File: src/rtl/tbase_pkg.sv
package tbase_pkg;

   // Decoded view of one special-register access
   typedef struct packed {
      logic rd_lo;     // read of the lower half
      logic rd_hi;     // read of the upper half
      logic wr_lo;     // accepted write of the lower half
      logic wr_hi;     // accepted write of the upper half
      logic refused;   // write that must be rejected
   } tb_dec_t;

endpackage

File: src/rtl/tbase_decode.sv
module tbase_decode
   import tbase_pkg::*;
#(
   parameter int          NUM_W = 10,
   parameter logic [NUM_W-1:0] RD_LO = 268,
   parameter logic [NUM_W-1:0] RD_HI = 269,
   parameter logic [NUM_W-1:0] WR_LO = 284,
   parameter logic [NUM_W-1:0] WR_HI = 285
) (
   input  logic             valid,
   input  logic             write,
   input  logic             sup,
   input  logic [NUM_W-1:0] num,
   output tb_dec_t          dec
);
   logic hit_rl, hit_rh, hit_wl, hit_wh;

   always_comb begin
      hit_rl = (num == RD_LO);
      hit_rh = (num == RD_HI);
      hit_wl = (num == WR_LO);
      hit_wh = (num == WR_HI);
      dec.rd_lo   = valid && !write && hit_rl;
      dec.rd_hi   = valid && !write && hit_rh;
      dec.wr_lo   = valid &&  write && sup && hit_wl;
      dec.wr_hi   = valid &&  write && sup && hit_wh;
      dec.refused = valid &&  write &&
                    ((!sup && (hit_wl || hit_wh)) || hit_rl || hit_rh);
   end
endmodule

File: src/rtl/tbase_half.sv
module tbase_half #(
   parameter int W = 32
) (
   input  logic         clk,
   input  logic         rst_n,
   input  logic         load,
   input  logic [W-1:0] load_val,
   input  logic         inc,
   output logic [W-1:0] q,
   output logic         full
);
   always_ff @(posedge clk) begin
      if (!rst_n)     q <= '0;
      else if (load)  q <= load_val;
      else if (inc)   q <= q + W'(1);
   end

   assign full = &q;
endmodule

File: src/rtl/tbase_unit.sv
module tbase_unit
   import tbase_pkg::*;
#(
   parameter int          HALF_W = 32,
   parameter int          NUM_W  = 10,
   parameter logic [NUM_W-1:0] RD_LO = 268,
   parameter logic [NUM_W-1:0] RD_HI = 269,
   parameter logic [NUM_W-1:0] WR_LO = 284,
   parameter logic [NUM_W-1:0] WR_HI = 285
) (
   input  logic              clk,
   input  logic              rst_n,
   input  logic              tick_i,
   input  logic              acc_valid_i,
   input  logic              acc_write_i,
   input  logic              acc_sup_i,
   input  logic [NUM_W-1:0]  acc_num_i,
   input  logic [HALF_W-1:0] wdata_i,
   output logic [HALF_W-1:0] rdata_o,
   output logic              fault_o
);
   localparam int NHALF = 2;
   localparam int CNT_W = NHALF * HALF_W;

   initial begin
      assert (HALF_W >= 1 && NUM_W >= 1)
         else $error("tbase_unit: widths must be positive");
      assert (RD_LO != RD_HI && RD_LO != WR_LO && RD_LO != WR_HI &&
              RD_HI != WR_LO && RD_HI != WR_HI && WR_LO != WR_HI)
         else $error("tbase_unit: register numbers must be distinct");
   end

   tb_dec_t            dec;
   logic [NHALF-1:0]   load;
   logic [NHALF-1:0]   inc;
   logic [NHALF-1:0]   full;
   logic [HALF_W-1:0]  q [NHALF];
   logic [CNT_W-1:0]   cnt;
   logic               tick_ok;

   tbase_decode #(
      .NUM_W(NUM_W), .RD_LO(RD_LO), .RD_HI(RD_HI),
      .WR_LO(WR_LO), .WR_HI(WR_HI)
   ) u_dec (
      .valid (acc_valid_i),
      .write (acc_write_i),
      .sup   (acc_sup_i),
      .num   (acc_num_i),
      .dec   (dec)
   );

   assign load    = {dec.wr_hi, dec.wr_lo};
   assign tick_ok = tick_i && !(|load);

   for (genvar h = 0; h < NHALF; h++) begin : g_half
      if (h == 0) begin : g_first
         assign inc[h] = tick_ok;
      end else begin : g_chain
         assign inc[h] = inc[h-1] && full[h-1];
      end

      tbase_half #(.W(HALF_W)) u_half (
         .clk      (clk),
         .rst_n    (rst_n),
         .load     (load[h]),
         .load_val (wdata_i),
         .inc      (inc[h]),
         .q        (q[h]),
         .full     (full[h])
      );

      assign cnt[h*HALF_W +: HALF_W] = q[h];
   end

   always_comb begin
      if (dec.rd_lo)      rdata_o = q[0];
      else if (dec.rd_hi) rdata_o = q[1];
      else                rdata_o = '0;
   end

   always_ff @(posedge clk) begin
      if (!rst_n) fault_o <= 1'b0;
      else        fault_o <= dec.refused;
   end
endmodule

File: config.mk
export PLATFORM = sky130hd
export DESIGN_NAME = tbase_unit
export DESIGN_NICKNAME = d
export VERILOG_FILES = /design/src/rtl/tbase_pkg.sv /design/src/rtl/tbase_decode.sv /design/src/rtl/tbase_half.sv /design/src/rtl/tbase_unit.sv
export SDC_FILE = /design/constraint.sdc
export NUM_CORES = 1
export LEC_CHECK = 0
export BUFFER_PORTS_ARGS = -buffer_cell sky130_fd_sc_hd__buf_2
export CAP_MARGIN = 15
export CORE_UTILIZATION = 60
export DETAILED_ROUTE_END_ITERATION = 12
export GPL_ROUTABILITY_DRIVEN = 0
export GPL_TIMING_DRIVEN = 1
export PLACE_DENSITY = 0.86
export SKIP_CTS_REPAIR_TIMING = 1
export SYNTH_ARGS = -nofsm -noshare
export SYNTH_HDL_FRONTEND = slang
export SYNTH_SLANG_ARGS = --single-unit
File: constraint.sdc
create_clock -name clk -period 4 [get_ports clk]
set_input_delay 0.6 -clock clk [delete_from_list [all_inputs] [get_ports clk]]
set_output_delay 0.6 -clock clk [all_outputs]
set_load 0.02 [all_outputs]
==> flow_metrics.env, run 1 <==
export IMPL_core_sq_um=6790
export IMPL_power_density_nw_per_um2=278
export IMPL_clk_pin_slew_worst_paths_ns=0.07
export IMPL_synth_area_leaders="dfxtp_1, mux2i_1, xnor2_1"
export IMPL_syn2layout_area_growth_pct=15.3
export IMPL_ys_ff_latch=65
export IMPL_synth_seq_area_share_pct=30.8
export IMPL_crit_fanout=32
export IMPL_drc_errors=0
export IMPL_rsz0062_at_grt="false"
export IMPL_maxSlewViolCount=0
export IMPL_rr_worst_depth=7
export IMPL_synthTopCellsByCount="dfxtp_1, a21oi_1, nor2_1"
export IMPL_ys_warn_count=0
export IMPL_cts_tree="built"
export IMPL_min_to="g_half[0].u_half.q[1]$_SDFFE_PN0P_"
export IMPL_drt_iter0_markers=580
export IMPL_yosysTopAreaCellShare_pct=30.8
export IMPL_crit_top_cell="buf_2"
export IMPL_max_freq_mhz=271
export IMPL_insertion_delay_ns=0.35
export IMPL_total_leakage_power_uw=0.00170
export IMPL_first_global_vias=4263
export IMPL_synth_edf_count=0
export IMPL_drive_above_1_share_pct=17.8
export IMPL_hold_path_class="reg -> reg"
export IMPL_vias=4629
export IMPL_worstPathRequired_ns=3.40
export IMPL_syn_area_per_cell_sq_um=7.48
export IMPL_nets=679
export IMPL_grt_first_pass_wirelength_mm=20.5
export IMPL_antenna_found_initial=0
export IMPL_firstDrtPassIters=5
export IMPL_period_needed_ns=3.69
export IMPL_synth_cell_type_count=49
export IMPL_row_count=30
export IMPL_synthArstFlopShare_pct=0
export IMPL_die_y_um=85.9
export IMPL_antenna_left=0
export IMPL_dieArea_sq_um=7380
export IMPL_crit_path_top_delay_cell="or3_1"
export IMPL_utilization_pct=71.7
export IMPL_slowest_delay_ns=0.85
export IMPL_cp_end_kind="primary output"
export IMPL_finClkSkew_ns=0.0131
export IMPL_netlist_area_sq_um=4220
export IMPL_start_util_pct=62.2
export IMPL_ios=81
export IMPL_die_w_um=85.9
export IMPL_netlist_instances=565
export IMPL_worst_pin_slew_ns=1.10
export IMPL_final_setup_viol_count=0
export IMPL_ir_drop_mv=0.189
export IMPL_max_cap_viol_count=0
export IMPL_cp_startpoint="acc_num_i[7]"
export IMPL_dp_hpwl_mm=8.63
export IMPL_hold_viol=0
export IMPL_worstSetupPathType="in -> out"
export IMPL_worstReg2RegStart="g_half[0].u_half.q[0]$_SDFFE_PN0P_"
export IMPL_fin_crit_sh_pct=92.2
export IMPL_arrival_ns=3.09
export IMPL_drt_wl_total_mm=12.7
export IMPL_reg2reg_slack_ns=1.12
export IMPL_fin_tns_setup_ns=0
export IMPL_synthMostInstantiatedCell="dfxtp_1"
export IMPL_grt_overflow=0
export IMPL_root_buffer="clkbuf_8"
export IMPL_numClockSinks=65
export IMPL_grt_max_degree=47
export IMPL_path_cells="buf_2 > nor4b_1 > nand3_1 > or3_1 > nor2_1 > buf_2"
export IMPL_start_kind="input port"
export IMPL_portBuffers=80
export IMPL_synth_nets=615
export IMPL_synth_top_cell_by_area="dfxtp_1"
export IMPL_ys_flop_type="dfxtp_1"
export IMPL_cts_htree_levels=3
export IMPL_hold_slack_ns=0.511
export IMPL_wl_per_cell_um=17.4
export IMPL_clockBufferDepth=2
export IMPL_worstHoldStart="g_half[0].u_half.q[1]$_SDFFE_PN0P_"
export IMPL_worstHoldPathCells=2
export IMPL_grtUsageTotal_pct=35.1
export IMPL_status="finished clean"
export IMPL_r2r_end="g_half[1].u_half.q[26]$_SDFFE_PN0P_"
export IMPL_viasPerCell=6.34
export IMPL_cts_inserted_buffers=9
export IMPL_n_antenna_cell=0
export IMPL_slew_limit_headroom_pct=26.8
## layout make-up
class	count	area, sq um
clock inverters	6	82.6
flip-flops and latches	65	1300
well taps	96	120
fillers	535	1920
inverters	14	52.6
clock buffers	10	128
multi-input cells	451	2730
repair buffers	88	460
## flip-flops by register name, summed over array words and instances, names as in the netlist
signal and flops:
g_half.u_half.q 64, fault_o 1
## critical path, delay by kind of cell
| kind | cells | cell delay (ns) |
|---|---|---|
| buf+inv | 2 | 0.29 |
| simple gates | 4 | 2.20 |
## worst max path at each step
stage                     slack (ns)  cells past startpoint          end
after detailed placement        0.32                      6  rdata_o[29]
after floorplan                 0.94                      6  rdata_o[10]
after CTS                       0.32                      6  rdata_o[29]
after global routing            0.17                      6   rdata_o[7]
after global placement          0.51                      6  rdata_o[10]
final                           0.31                      6  rdata_o[29]
## power breakdown
| group | internal [uW] | switching [uW] |
|---|---|---|
| sequential | 648 | 2.28 |
| combinational | 36.1 | 59.5 |
| clock | 348 | 261 |
## logic make-up (layout without fill, tap and decap cells)
family,Yosys count,count (layout),synth area share (%)
AO/OA/AOI/OAI,146,146,19.5
XOR/XNOR,41,41,8.50
adder cells (fa/ha/maj),2,2,0.592
buffers and inverters,49,118,4.62
flip-flops,65,65,30.8
multiplexers,33,33,7.82
AND/OR/NAND/NOR,229,229,28.2
## per-layer routing
metal,vias up,routed length [um],global-route usage [%]
met5,-,0,0
met4,0,393,15.9
met3,45,1020,4.33
met2,253,6040,57.7
met1,2154,5220,46.1
li1,2177,-,-
## cells in the final DEF (no fill, tap or decap), drive strengths merged, types with 3 or more instances in the layout
master,count
a21oi,61
a22oi,3
a31oi,7
a32oi,3
and3,9
and4,4
buf,88
clkbuf,10
clkinv,3
dfxtp,65
inv,14
mux2i,33
nand2,48
nand3,33
nand4,18
nor2,60
nor3,24
nor4,15
o211ai,4
o21a,3
o21ai,52
or3,5
or4,3
xnor2,35
xor2,6
## through the flow
stage | power, uW | area (sq um) | std cells | setup slack [ns]
final | 1360 | 4870 | 730 | 0.313
after global routing | 1390 | 4870 | 730 | 0.174
after CTS | 1350 | 4870 | 730 | 0.323
after detailed placement | 758 | 4660 | 714 | 0.324
after global placement | 756 | 4660 | 714 | 0.510
after floorplan | 714 | 4220 | 565 | 0.942
Power figures use the tool's default switching activity.
==> run 2: changes to the inputs <==
--- a/config.mk
+++ b/config.mk
@@ -7,12 +7,15 @@
 export LEC_CHECK = 0
 export BUFFER_PORTS_ARGS = -buffer_cell sky130_fd_sc_hd__buf_2
 export CAP_MARGIN = 15
-export CORE_UTILIZATION = 60
+export CELL_PAD_IN_SITES_DETAIL_PLACEMENT = 1
+export CELL_PAD_IN_SITES_GLOBAL_PLACEMENT = 2
+export CORE_UTILIZATION = 34
 export DETAILED_ROUTE_END_ITERATION = 12
 export GPL_ROUTABILITY_DRIVEN = 0
 export GPL_TIMING_DRIVEN = 1
-export PLACE_DENSITY = 0.86
+export PLACE_DENSITY_LB_ADDON = 0.1
 export SKIP_CTS_REPAIR_TIMING = 1
+export SLEW_MARGIN = 20
 export SYNTH_ARGS = -nofsm -noshare
 export SYNTH_HDL_FRONTEND = slang
 export SYNTH_SLANG_ARGS = --single-unit
==> flow_metrics.env, run 2 (synthesized netlist as in run 1, its figures left out) <==
export IMPL_dp_hpwl_mm=11.0
export IMPL_arrival_ns=2.61
export IMPL_wl_per_cell_um=19.3
export IMPL_numClockSinks=65
export IMPL_largest_reg_flops=64
export IMPL_critPathBufInv=4
export IMPL_clkPwrFrac_pct=54.5
export IMPL_row_count=40
export IMPL_status="finished clean"
export IMPL_fin_tns_setup_ns=0
export IMPL_antenna_found_initial=0
export IMPL_power_switching_uw=388
export IMPL_period_needed_ns=3.21
export IMPL_dp_cells=791
export IMPL_firstDrtPassIters=4
export IMPL_start_util_pct=35.0
export IMPL_cts_htree_levels=3
export IMPL_drc_errors=0
export IMPL_cts_tree="built"
export IMPL_rr_worst_depth=7
export IMPL_rsz0062_at_grt="false"
export IMPL_ir_drop_mv=0.234
export IMPL_mostFrequentLayoutCells="buf_2, dfxtp_1, a21oi_1, nor2_1, o21ai_0"
export IMPL_max_freq_mhz=311
export IMPL_path_cells="buf_2 > nor4b_1 > buf_4 > nand3_1 > or3_1 > buf_4 > nor2_1 > buf_2"
export IMPL_total_leakage_power_uw=0.00178
export IMPL_p_int_uw=1270
export IMPL_fin_ws_ns=0.785
export IMPL_worstHoldPathCells=3
export IMPL_crit_cells=8
export IMPL_hold_path_class="in -> reg"
export IMPL_cts_inserted_buffers=9
export IMPL_utilization_pct=42.5
export IMPL_clk_pin_slew_worst_paths_ns=0.06
export IMPL_pwr_share_seq_pct=39.4
export IMPL_slew_limit_headroom_pct=38.9
export IMPL_grt_max_degree=46
export IMPL_crit_path_top_delay_cell="or3_1"
export IMPL_fin_crit_sh_pct=80.4
export IMPL_final_common_cell="buf_2"
export IMPL_slowest_delay_ns=0.65
export IMPL_ios=81
export IMPL_n_antenna_cell=0
export IMPL_worst_pin_slew_ns=0.914
export IMPL_dp_slack_ns=0.758
export IMPL_cp_startpoint="acc_num_i[7]"
export IMPL_viasPerCell=5.57
export IMPL_root_buffer="clkbuf_16"
export IMPL_worstHoldStart="wdata_i[12]"
export IMPL_crit_fanout=17
export IMPL_power_uw=1650
export IMPL_power_density_nw_per_um2=323
export IMPL_cp_end_kind="primary output"
export IMPL_critPathTopFamily="simple AND/OR/NAND/NOR gates"
export IMPL_drt_wl_total_mm=15.5
export IMPL_drive_above_1_share_pct=18.5
export IMPL_worstPathRequired_ns=3.40
export IMPL_insertion_delay_ns=0.35
export IMPL_core_sq_um=12100
export IMPL_top_register="g_half.u_half.q"
export IMPL_max_cap_viol_count=0
export IMPL_portBuffers=80
export IMPL_worstReg2RegStart="g_half[0].u_half.q[0]$_SDFFE_PN0P_"
export IMPL_final_setup_viol_count=0
export IMPL_swShare_pct=23.5
export IMPL_grt_first_pass_wirelength_mm=24.5
export IMPL_die_y_um=113
export IMPL_start_kind="input port"
export IMPL_grtUsageTotal_pct=24.8
export IMPL_clockBufferDepth=2
export IMPL_die_w_um=113
export IMPL_dieArea_sq_um=12900
export IMPL_nets=684
export IMPL_vias=4498
export IMPL_worstSetupPathType="in -> out"
export IMPL_drt_iter0_markers=215
export IMPL_finClkSkew_ns=0.00895
export IMPL_maxSlewViolCount=0
export IMPL_reg_top3="g_half.u_half.q x64, fault_o x1"
export IMPL_pwr_share_comb_pct=6.2
export IMPL_syn2layout_area_growth_pct=21.2
export IMPL_grt_overflow=0
export IMPL_final_cells=807
export IMPL_antenna_left=0
export IMPL_first_global_vias=4537
export IMPL_hold_viol=0
## run 2: per-layer routing
layer  wire length, um  global-route usage [%]  up-vias
li1                  -                       -     2185
met5                 0                       0        -
met2              7600                    43.0      100
met4               177                    5.96        0
met3               581                    4.94       15
met1              7170                    31.6     2198
## run 2: worst paths after layout
kind / slack [ns] / to
max reg2reg: 1.03 / g_half[1].u_half.q[24]$_SDFFE_PN0P_
min reg2reg: 0.52 / g_half[0].u_half.q[28]$_SDFFE_PN0P_
min: 0.48 / g_half[1].u_half.q[12]$_SDFFE_PN0P_
max: 0.79 / rdata_o[3]
## run 2: area by class of cell
cell class / instances / area, sq um
Fill cell: 1528 / 6940
Multi-Input combinational cell: 451 / 2730
Sequential cell: 65 / 1300
Timing Repair Buffer: 93 / 498
Clock buffer: 12 / 256
Tap cell: 168 / 210
Clock inverter: 4 / 75.1
Inverter: 14 / 52.6
## run 2: power groups by stage
stage / Combinational (uW) / Clock [uW] / Sequential [uW]
floorplan: 48.7 / 0 / 665
global placement: 100 / 0 / 666
detailed placement: 101 / 0 / 666
CTS: 102 / 911 / 651
global route: 110 / 933 / 652
finish: 102 / 901 / 651
## run 2: metrics by stage
step                cell area, sq um  hold WS, ns
floorplan                       4220        0.474
global placement                4790        0.499
detailed placement              4790        0.511
CTS                             5120        0.478
global route                    5120        0.507
finish                          5120        0.480
## run 2: worst reg2reg max path: stages, from the launching register on
cell	delay, ns
dfxtp_1	0.43
ha_1	0.31
nand2_1	0.15
nor4_4	0.40
nand3_1	0.74
nor4_1	0.57
xnor2_1	0.16
a21oi_1	0.09
==> run 3: changes to the inputs <==
--- a/config.mk
+++ b/config.mk
@@ -9,7 +9,7 @@
 export CAP_MARGIN = 15
 export CELL_PAD_IN_SITES_DETAIL_PLACEMENT = 1
 export CELL_PAD_IN_SITES_GLOBAL_PLACEMENT = 2
-export CORE_UTILIZATION = 34
+export CORE_UTILIZATION = 29
 export DETAILED_ROUTE_END_ITERATION = 12
 export GPL_ROUTABILITY_DRIVEN = 0
 export GPL_TIMING_DRIVEN = 1
==> constraint.sdc (replaced) <==
create_clock -name clk -period 2.8 [get_ports clk]
set_input_delay 0.42 -clock clk [delete_from_list [all_inputs] [get_ports clk]]
set_output_delay 0.42 -clock clk [all_outputs]
set_load 0.02 [all_outputs]
==> flow_metrics.env, run 3 (synthesized netlist as in run 1, its figures left out) <==
export IMPL_grtUsageTotal_pct=22.8
export IMPL_numClockSinks=65
export IMPL_rsz0062_at_grt="false"
export IMPL_fin_crit_sh_pct=90.9
export IMPL_cts_htree_levels=3
export IMPL_top_register="g_half.u_half.q"
export IMPL_slowest_delay_ns=0.39
export IMPL_insertion_delay_ns=0.34
export IMPL_final_setup_viol_count=0
export IMPL_die_w_um=123
export IMPL_grt_first_pass_wirelength_mm=25.5
export IMPL_nFillCells=1760
export IMPL_power_switching_uw=514
export IMPL_vias=4494
export IMPL_status="finished clean"
export IMPL_clkPwrFrac_pct=49.6
export IMPL_drt_iter0_markers=196
export IMPL_grt_max_degree=46
export IMPL_worst_pin_slew_ns=0.858
export IMPL_root_buffer="clkbuf_16"
export IMPL_n_antenna_cell=0
export IMPL_multi_input_area_sq_um=2730
export IMPL_arrival_ns=2.12
export IMPL_drc_errors=0
export IMPL_worstPathRequired_ns=2.38
export IMPL_pwr_share_comb_pct=7.0
export IMPL_row_count=43
export IMPL_drt_wl_total_mm=16.2
export IMPL_antenna_left=0
export IMPL_finClkSkew_ns=0.00727
export IMPL_core_sq_um=14000
export IMPL_reg_top3="g_half.u_half.q x64, fault_o x1"
export IMPL_hold_path_class="in -> reg"
export IMPL_first_global_vias=4557
export IMPL_critPathTopFamily="simple AND/OR/NAND/NOR gates"
export IMPL_cts_inserted_buffers=9
export IMPL_clk_pin_slew_worst_paths_ns=0.05
export IMPL_hold_viol=0
export IMPL_ff_latch_area_sq_um=1300
export IMPL_portBuffers=80
export IMPL_power_density_nw_per_um2=413
export IMPL_largest_reg_flops=64
export IMPL_dieArea_sq_um=15100
export IMPL_p_int_uw=1630
export IMPL_cts_tree="built"
export IMPL_path_cells="buf_2 > nor4bb_1 > buf_4 > nand3_1 > or3_1 > buf_4 > nor2_1 > buf_2"
export IMPL_cp_end_kind="primary output"
export IMPL_period_needed_ns=2.54
export IMPL_viasPerCell=5.39
export IMPL_swShare_pct=24.0
export IMPL_slew_limit_headroom_pct=42.7
export IMPL_drive_above_1_share_pct=20.0
export IMPL_pwr_share_seq_pct=43.4
export IMPL_grt_overflow=0
export IMPL_critPathBufInv=4
export IMPL_fin_tns_setup_ns=0
export IMPL_max_freq_mhz=393
export IMPL_syn2layout_area_growth_pct=23.0
export IMPL_wl_per_cell_um=19.4
export IMPL_start_kind="input port"
export IMPL_die_y_um=123
export IMPL_worstSetupPathType="in -> out"
export IMPL_crit_path_top_delay_cell="or3_1"
export IMPL_antenna_found_initial=0
export IMPL_nets=699
export IMPL_mostFrequentLayoutCells="buf_2, dfxtp_1, a21oi_1, nor2_1, o21ai_0"
export IMPL_ios=81
export IMPL_crit_fanout=20
export IMPL_final_cells=834
export IMPL_firstDrtPassIters=4
export IMPL_start_util_pct=30.1
export IMPL_total_leakage_power_uw=0.00182
export IMPL_reg2reg_slack_ns=0.38
export IMPL_max_cap_viol_count=0
export IMPL_maxSlewViolCount=0
export IMPL_dp_cells=818
export IMPL_ir_drop_mv=0.261
export IMPL_final_common_cell="buf_2"
export IMPL_clockBufferDepth=2
export IMPL_dp_hpwl_mm=12.1
[run 3: cell count changes in the layout (fill, tap and decap cells not counted), sizes merged]
cell	before	now
clkbuf	12	14
bufinv	2	0
clkinvlp	2	1
clkinv	0	1
buf	93	108
[run 3: power groups by stage]
stage                     clock, uW  combinational (uW)  sequential (uW)
after floorplan                   0                69.6              950
after global placement            0                 149              951
after detailed placement          0                 151              951
after CTS                      1100                 152              931
after global routing           1140                 165              930
final                          1060                 151              931
[run 3: cell type report]
cell class | instances | area share, %
timing repair buffer | 108 | 11.8
inverter | 14 | 1.01
multi-input combinational | 451 | 52.5
tap | 180 | 4.34
clock inverter | 2 | 0.241
sequential | 65 | 25.1
clock buffer | 14 | 5.08
[run 3: final timing paths]
path	startpoint	endpoint	depth (start not counted)
worst min-delay path	wdata_i[12]	g_half[1].u_half.q[12]$_SDFFE_PN0P_	3
worst min register to register	g_half[0].u_half.q[1]$_SDFFE_PN0P_	g_half[0].u_half.q[1]$_SDFFE_PN0P_	2
worst max-delay path	acc_num_i[1]	rdata_o[18]	8
worst max register to register	g_half[0].u_half.q[0]$_SDFFE_PN0P_	g_half[1].u_half.q[29]$_SDFFE_PN0P_	8
[run 3: stage by stage]
stage	hold slack [ns]	area [sq um]	total power [uW]	utilization [%]	setup slack [ns]
4_1_cts	0.317	5190	2180	37.0	0.217
2_1_floorplan	0.474	4220	1020	-	0.102
3_3_place_gp	0.485	4920	1100	35.0	0.319
5_1_grt	0.349	5190	2240	37.0	0.0568
3_5_place_dp	0.501	4920	1100	35.0	0.222
6_report	0.335	5190	2140	37.0	0.256
[run 3: worst register-to-register path, stage by stage (launching register included)]
cell and delay [ns]:
dfxtp_1 0.43, ha_1 0.22, nand2_1 0.11, nor4_4 0.44, nand4_1 0.30, buf_4 0.30, nor3_1 0.26, xnor2_1 0.15
a21oi_1 0.08
[run 3: per-layer routing]
layer / share of wire, % / track usage, % / vias up
met3: 3.2 / 3.16 / 15
met4: 1.6 / 7.93 / 0
met2: 46 / 36.3 / 90
met5: 0 / 0 / -
li1: - / - / 2211
met1: 49 / 31.3 / 2178
